### config.mk
export PLATFORM = sky130hd
export DESIGN_NAME = i2c_cmd_engine
export DESIGN_NICKNAME = d
export VERILOG_FILES = /design/src/rtl/i2c_cmd_pkg.sv /design/src/rtl/i2c_rate_table.sv /design/src/rtl/i2c_bit_phy.sv /design/src/rtl/i2c_cmd_engine.sv
export SDC_FILE = /design/constraint.sdc
export NUM_CORES = 1
export LEC_CHECK = 0
export ABC_AREA = 0
export BUFFER_PORTS_ARGS = -buffer_cell sky130_fd_sc_hd__buf_2
export CAP_MARGIN = 10
export CORE_ASPECT_RATIO = 1.4
export CORE_MARGIN = 2
export CORE_UTILIZATION = 25
export CTS_BUF_LIST = sky130_fd_sc_hd__clkbuf_4 sky130_fd_sc_hd__clkbuf_8 sky130_fd_sc_hd__clkbuf_16
export DETAILED_ROUTE_END_ITERATION = 10
export HOLD_SLACK_MARGIN = 0.15
export MAX_ROUTING_LAYER = met4
export PLACE_DENSITY_LB_ADDON = 0.08
export SLEW_MARGIN = 20
export SYNTH_ARGS = -nofsm -noshare
export SYNTH_HDL_FRONTEND = slang
export SYNTH_HIERARCHICAL = 1
export SYNTH_SLANG_ARGS = --single-unit
### constraint.sdc
create_clock -name clk -period 1.8 [get_ports clk]
set_input_delay 0.27 -clock clk [delete_from_list [all_inputs] [get_ports clk]]
set_output_delay 0.27 -clock clk [all_outputs]
set_load 0.005 [all_outputs]
### src/rtl/i2c_cmd_pkg.sv
package i2c_cmd_pkg;

   typedef enum logic [1:0] {PH_START, PH_STOP, PH_BITS} phy_op_e;

   localparam logic [7:0] CMD_LEAVE   = 8'h00;
   localparam logic [7:0] CMD_IDENT   = 8'h01;
   localparam logic [7:0] CMD_START   = 8'h02;
   localparam logic [7:0] CMD_STOP    = 8'h03;
   localparam logic [7:0] CMD_READ    = 8'h04;
   localparam logic [7:0] CMD_ACK     = 8'h06;
   localparam logic [7:0] CMD_NACK    = 8'h07;

   function automatic int unsigned scl_rate_hz(input int unsigned code);
      case (code)
         0:       return 5000;
         1:       return 50000;
         2:       return 100000;
         default: return 400000;
      endcase
   endfunction

   function automatic logic [7:0] ident_char(input logic [1:0] idx);
      case (idx)
         2'd0:    return 8'h49;
         2'd1:    return 8'h32;
         2'd2:    return 8'h43;
         default: return 8'h31;
      endcase
   endfunction

endpackage

### src/rtl/i2c_rate_table.sv
module i2c_rate_table
   import i2c_cmd_pkg::*;
#(
   parameter int unsigned CLK_HZ = 50_000_000,
   parameter int unsigned QW     = 12
) (
   input  logic [1:0]    code,
   output logic [QW-1:0] qlen
);

   logic [QW-1:0] tbl [4];

   for (genvar k = 0; k < 4; k++) begin : g_rate
      localparam int unsigned RAW = CLK_HZ / (4 * scl_rate_hz(k));
      localparam int unsigned LEN = (RAW == 0) ? 1 : RAW;
      assign tbl[k] = QW'(LEN);
   end

   assign qlen = tbl[code];

endmodule

### src/rtl/i2c_bit_phy.sv
module i2c_bit_phy
   import i2c_cmd_pkg::*;
#(
   parameter int unsigned QW = 12
) (
   input  logic          clk,
   input  logic          rst_n,
   input  logic          go,
   input  phy_op_e       op,
   input  logic [8:0]    tx,
   input  logic [3:0]    nbits,
   input  logic [QW-1:0] qlen,
   input  logic          sda_in,
   output logic          done,
   output logic [8:0]    rx,
   output logic          scl_low,
   output logic          sda_low
);

   logic          busy;
   phy_op_e       op_q;
   logic [1:0]    qidx;
   logic [QW-1:0] cnt;
   logic [8:0]    sh;
   logic [3:0]    left;

   always_ff @(posedge clk) begin
      if (!rst_n) begin
         busy    <= 1'b0;
         op_q    <= PH_START;
         qidx    <= '0;
         cnt     <= '0;
         sh      <= '0;
         left    <= '0;
         rx      <= '0;
         done    <= 1'b0;
         scl_low <= 1'b0;
         sda_low <= 1'b0;
      end else begin
         done <= 1'b0;
         if (!busy && go) begin
            busy <= 1'b1;
            op_q <= op;
            sh   <= tx;
            left <= nbits;
            qidx <= '0;
            cnt  <= qlen - 1'b1;
            rx   <= '0;
            case (op)
               PH_START: sda_low <= 1'b0;
               PH_STOP: begin
                  scl_low <= 1'b1;
                  sda_low <= 1'b1;
               end
               default: begin
                  scl_low <= 1'b1;
                  sda_low <= ~tx[8];
               end
            endcase
         end else if (busy) begin
            if (cnt != '0) begin
               cnt <= cnt - 1'b1;
            end else begin
               cnt  <= qlen - 1'b1;
               qidx <= qidx + 1'b1;
               case (qidx)
                  2'd0: if (op_q != PH_BITS) scl_low <= 1'b0;
                  2'd1: begin
                     if (op_q == PH_START)     sda_low <= 1'b1;
                     else if (op_q == PH_STOP) sda_low <= 1'b0;
                     else                      scl_low <= 1'b0;
                  end
                  2'd2: begin
                     if (op_q == PH_START)     scl_low <= 1'b1;
                     else if (op_q == PH_BITS) rx <= {rx[7:0], sda_in};
                  end
                  default: begin
                     if (op_q == PH_BITS) scl_low <= 1'b1;
                     if (op_q == PH_BITS && left > 4'd1) begin
                        left    <= left - 1'b1;
                        sh      <= sh << 1;
                        sda_low <= ~sh[7];
                     end else begin
                        busy <= 1'b0;
                        done <= 1'b1;
                     end
                  end
               endcase
            end
         end
      end
   end

endmodule

### src/rtl/i2c_cmd_engine.sv
module i2c_cmd_engine
   import i2c_cmd_pkg::*;
#(
   parameter int unsigned CLK_HZ      = 50_000_000,
   parameter int unsigned RESET_SPEED = 3
) (
   input  logic       clk,
   input  logic       rst_n,
   input  logic       cmd_valid,
   output logic       cmd_ready,
   input  logic [7:0] cmd_data,
   output logic       rsp_valid,
   input  logic       rsp_ready,
   output logic [7:0] rsp_data,
   output logic       exit_pulse,
   input  logic       sda_in,
   output logic       scl_drive_low,
   output logic       sda_drive_low,
   output logic       pwr_en,
   output logic       pullup_en,
   output logic       aux_level,
   output logic       cs_level
);

   localparam int unsigned QMAX = CLK_HZ / (4 * scl_rate_hz(0));
   localparam int unsigned QW   = $clog2(QMAX + 1);

   if (CLK_HZ < 4 * 400000) begin : g_bad_clk
      $error("CLK_HZ too low for the fastest SCL rate");
   end
   if (RESET_SPEED > 3) begin : g_bad_speed
      $error("RESET_SPEED must be 0..3");
   end

   typedef enum logic [1:0] {ST_CMD, ST_BULK, ST_BUS, ST_RSP} st_e;
   typedef enum logic [1:0] {RK_ONE, RK_BYTE, RK_ACK} rk_e;

   st_e        st, nxt;
   rk_e        kind;
   logic [1:0] speed, id_idx;
   logic [4:0] bulk_left;
   logic [3:0] pins;
   logic       go_q;
   phy_op_e    op_q;
   logic [8:0] tx_q;
   logic [3:0] nb_q;
   logic [QW-1:0] qlen;
   logic       phy_done;
   logic [8:0] phy_rx;
   logic       accept;

   assign cmd_ready = (st == ST_CMD) || (st == ST_BULK);
   assign accept    = cmd_valid && cmd_ready;
   assign {pwr_en, pullup_en, aux_level, cs_level} = pins;

   i2c_rate_table #(.CLK_HZ(CLK_HZ), .QW(QW)) u_rate (
      .code (speed),
      .qlen (qlen)
   );

   i2c_bit_phy #(.QW(QW)) u_phy (
      .clk     (clk),
      .rst_n   (rst_n),
      .go      (go_q),
      .op      (op_q),
      .tx      (tx_q),
      .nbits   (nb_q),
      .qlen    (qlen),
      .sda_in  (sda_in),
      .done    (phy_done),
      .rx      (phy_rx),
      .scl_low (scl_drive_low),
      .sda_low (sda_drive_low)
   );

   always_ff @(posedge clk) begin
      if (!rst_n) begin
         st         <= ST_CMD;
         nxt        <= ST_CMD;
         kind       <= RK_ONE;
         speed      <= RESET_SPEED[1:0];
         id_idx     <= '0;
         bulk_left  <= '0;
         pins       <= '0;
         go_q       <= 1'b0;
         op_q       <= PH_START;
         tx_q       <= '0;
         nb_q       <= '0;
         rsp_valid  <= 1'b0;
         rsp_data   <= '0;
         exit_pulse <= 1'b0;
      end else begin
         go_q       <= 1'b0;
         exit_pulse <= 1'b0;
         unique case (st)
            ST_CMD: if (accept) begin
               nxt <= ST_CMD;
               casez (cmd_data)
                  CMD_LEAVE: exit_pulse <= 1'b1;
                  CMD_IDENT: begin
                     rsp_data  <= ident_char(2'd0);
                     rsp_valid <= 1'b1;
                     id_idx    <= 2'd1;
                     st        <= ST_RSP;
                  end
                  CMD_START, CMD_STOP: begin
                     op_q <= (cmd_data == CMD_START) ? PH_START : PH_STOP;
                     kind <= RK_ONE;
                     go_q <= 1'b1;
                     st   <= ST_BUS;
                  end
                  CMD_READ: begin
                     op_q <= PH_BITS;
                     tx_q <= 9'h1FF;
                     nb_q <= 4'd8;
                     kind <= RK_BYTE;
                     go_q <= 1'b1;
                     st   <= ST_BUS;
                  end
                  CMD_ACK, CMD_NACK: begin
                     op_q <= PH_BITS;
                     tx_q <= {cmd_data[0], 8'hFF};
                     nb_q <= 4'd1;
                     kind <= RK_ONE;
                     go_q <= 1'b1;
                     st   <= ST_BUS;
                  end
                  8'b0001_????: begin
                     bulk_left <= {1'b0, cmd_data[3:0]} + 5'd1;
                     rsp_data  <= 8'h01;
                     rsp_valid <= 1'b1;
                     nxt       <= ST_BULK;
                     st        <= ST_RSP;
                  end
                  8'b0100_????: begin
                     pins      <= cmd_data[3:0];
                     rsp_data  <= 8'h01;
                     rsp_valid <= 1'b1;
                     st        <= ST_RSP;
                  end
                  8'b0110_00??: begin
                     speed     <= cmd_data[1:0];
                     rsp_data  <= 8'h01;
                     rsp_valid <= 1'b1;
                     st        <= ST_RSP;
                  end
                  default: begin
                     rsp_data  <= 8'h00;
                     rsp_valid <= 1'b1;
                     st        <= ST_RSP;
                  end
               endcase
            end
            ST_BULK: if (accept) begin
               op_q      <= PH_BITS;
               tx_q      <= {cmd_data, 1'b1};
               nb_q      <= 4'd9;
               kind      <= RK_ACK;
               go_q      <= 1'b1;
               bulk_left <= bulk_left - 5'd1;
               nxt       <= (bulk_left == 5'd1) ? ST_CMD : ST_BULK;
               st        <= ST_BUS;
            end
            ST_BUS: if (phy_done) begin
               rsp_valid <= 1'b1;
               case (kind)
                  RK_BYTE: rsp_data <= phy_rx[7:0];
                  RK_ACK:  rsp_data <= {7'd0, phy_rx[0]};
                  default: rsp_data <= 8'h01;
               endcase
               st <= ST_RSP;
            end
            default: if (rsp_ready) begin
               if (id_idx != 2'd0) begin
                  rsp_data <= ident_char(id_idx);
                  id_idx   <= id_idx + 2'd1;
               end else begin
                  rsp_valid <= 1'b0;
                  st        <= nxt;
               end
            end
         endcase
      end
   end

endmodule

==> summary.txt <==
Timing
  • Worst rel slew slack: between 50% and 60%
  • Hold slack final: 0.164 ns
  • Final Skew: ~0.0088 ns
  • Worst setup margin: -0.0426 ns
  • RSZ-0062 raised after global routing: true
  • Final setup viols: 2
  • Slew of the pin with the lowest slew margin: between 0.5 and 0.6 ns
  • Max frequency: 0.543 GHz
  • Slew Viols, Final: 0
  • Setup TNS: -0.0595 ns
  • Minimum clock period: 1.84 ns
  • Fin. Hold Viols: 0
  • Final Cycle Share: 102%

Pwr
  • Switch Pwr: 0.00289 W
  • Switching Share: roughly 36%
  • Cell Pwr Density: 1220 nW/um^2
  • Lkg Pwr: 2.59 nW
  • Cell Int Power: 0.00510 W
  • Logic gate share of total power: 44.9%
  • Clk pwr share: 25.5%
  • Peak supply drop: approximately 0.00067 V
  • Seq pwr share: about 30%

Global routing
  • Antenna violations before repair: 0
  • First-pass GRT wire length: ~23 mm
  • Largest net degree at the start of global routing: 20
  • Total gr overflow: 0
  • Vias in the first global route: between 4000 and 5000
  • GRT Overall Usage: about 15%

Worst setup path
  • CP bufs+invs: 2
  • CP max stage delay: 0.54 ns
  • Crit-path cells: inv_4 -> ha_4 -> inv_2 -> or4_4 -> nor2_4 -> and3_4 -> xnor2_4 -> a211oi_2
  • Kind of critical path: flip-flop to flip-flop
  • Startpoint class of the critical path: flip-flop
  • R2r worst-path depth: 8
  • Critical-path maximum fanout: 4
  • Worst reg-to-reg setup slack: -0.04 ns
  • Crit path max-delay family: simple AND/OR/NAND/NOR gates
  • Crit path capture type: flip-flop
  • Data required time of the worst path: 2.06 ns
  • Worst Path Arrival: around 2.1 ns
  • Slowest library cell on the worst path: or4_4
  • RR Startpoint: speed[0]
  • End of the worst register-to-register path: u_phy/cnt[11]

Detailed routing
  • Routed len/inst: 15.6 um
  • DR pass1 iterations: 4
  • Via count: 4445
  • DRT antenna net count: 0
  • Iteration-0 DRC Markers: 243
  • Residual DRC: 0
  • Final WL: 14.3 mm
  • Vias/cell: between 4 and 5

Die
  • Die width: approximately 120 um
  • Die ar.: 20200 sq um
  • Row count: 59
  • Die height: 168 um
  • Initial Util: 25.6%
  • Core box area: 18700 sq um
  • Boundary pin count: 30

Placement
  • Final HPWL DP: roughly 11 mm
  • Gpl congestion: 0.778
  • Pre-CTS setup slack: -0.184 ns
  • Number of port buffers: 29

Yosys
  • Synth Instances: 557
  • Synth Cell Area: 4780 sq um
  • Avg Synthesized Cell Area: 8.58 sq um
  • Synth warn: 6

Worst hold path
  • Hold Path End: u_phy/rx[0]
  • Hold Startpoint: sda_in
  • Hold path depth: 3
  • Hold Path Class: input pin to flip-flop

CTS
  • Clock sinks: 82
  • Worst-Skew Late Latency: approximately 0.35 ns
  • CTS H-Tree Depth: 3
  • Clock transition at path regs: 0.06 ns
  • CTS Root Cell: clkbuf_16
  • Hold-fix buffers, CTS: 0
  • TritonCTS buffer count: 9
  • CTS tree: done
  • Clk buf depth: 2

Outcome
  • Status: complete, but fails checks
  • Failing checks: setup timing

Flow run
  • Maxcap violations: 0

Finish
  • Layout cells sized above 1: 33.7%
  • ANT cells: 0
  • Area Overhead vs Synth: 37.2%
  • Layout Nets: ~710
  • Final Util: 35.1%
  • Fill count: 1967
power groups by stage:
stage | sequential (W) | clock, W | combinational [W]
6_report | 0.00236 | 0.00204 | 0.00359
5_1_grt | 0.00240 | 0.00219 | 0.00396
4_1_cts | 0.00235 | 0.00211 | 0.00331
3_5_place_dp | 0.00238 | 0 | 0.00317
3_3_place_gp | 0.00237 | 0 | 0.00315
2_1_floorplan | 0.00234 | 0 | 0.00189
worst max-delay path by stage:
stage                       startpoint             to  cells after the start
final                         speed[0]  u_phy/cnt[11]                      8
after global routing      u_phy/cnt[0]    u_phy/sh[5]                      8
after CTS                     speed[0]  u_phy/cnt[11]                      8
after detailed placement   cmd_data[4]        tx_q[4]                      6
after global placement     cmd_data[4]        nb_q[3]                      6
after floorplan           u_phy/cnt[1]    u_phy/rx[0]                      9
stage by stage:
stage	power (W)	cell area, sq um	std cells
after floorplan	0.00423	4860	559
after global placement	0.00552	5820	885
after detailed placement	0.00555	5820	885
after CTS	0.00778	6260	907
after global routing	0.00855	6560	917
final	0.00799	6560	917
final cells by class:
cell class                      count  area, sq um  share of cell area (%)
Inverter                           37          146                    2.23
Sequential cell                    82         1660                    25.3
Multi-Input combinational cell    406         3160                    48.2
Clock inverter                      5         77.6                    1.18
Timing Repair Buffer              132          963                    14.7
Tap cell                          244          305                    4.66
Clock buffer                       11          246                    3.76
timing repair:
action | in CTS | in global routing
gates resized for setup | 19 | 50
gates cloned | 0 | 1
pin swaps | 9 | 27
endpoints found under the setup margin | 48 | 49
buffers inserted | 6 | 9
metal layers:
layer / up-vias / part of all wire (%) / track usage (%)
met1: 2114 / 42 / 16.4
li1: 2245 / - / -
met4: 0 / 2.9 / 6.02
met5: - / 0 / -
met3: 22 / 2.5 / 2.35
met2: 64 / 52 / 25.7
placed cells by master (no fill, tap or decap), types with 4 or more instances in the layout:
master     instances
buf_4             98
dfxtp_1           74
a21oi_1           40
nor2_1            39
nand2_1           33
inv_1             30
buf_2             29
mux2i_1           26
ha_1              23
o21ai_0           21
nor3_1            17
nand3_1           13
xnor2_1           10
a311oi_1           9
a211oi_1           9
clkbuf_16          9
o211ai_1           8
and3_1             8
xor2_1             6
nor3b_1            6
a31oi_1            6
a211oi_2           6
ha_4               6
and2_1             5
nor2b_1            5
o22ai_1            5
a311oi_2           5
nor4_2             5
nand4_1            5
dfxtp_2            5
inv_2              4
or3_1              4
o21ai_1            4
nor2_2             4
conb_1             4
worst reg2reg max path: stages (launching register included):
cell,delay [ns]
dfxtp_4,0.37
inv_4,0.07
ha_4,0.13
inv_2,0.03
or4_4,0.54
nor2_4,0.12
and3_4,0.22
xnor2_4,0.07
a211oi_2,0.21
state kept, by name, indices dropped and copies added (netlist names):
register and count:
u_phy/sda_low 1, speed 2, rsp_valid 1, id_idx 2, u_phy/rx 8, u_phy/op_q 2
st 2, bulk_left 5, go_q 1, nb_q 2, u_phy/left 4, rsp_data 8
nxt 1, u_phy/done 1, tx_q 9, u_phy/sh 8, u_phy/scl_low 1, op_q 2
exit_pulse 1, kind 2, pins 4, u_phy/cnt 12, u_phy/qidx 2, u_phy/busy 1
Power figures use the tool's default switching activity.
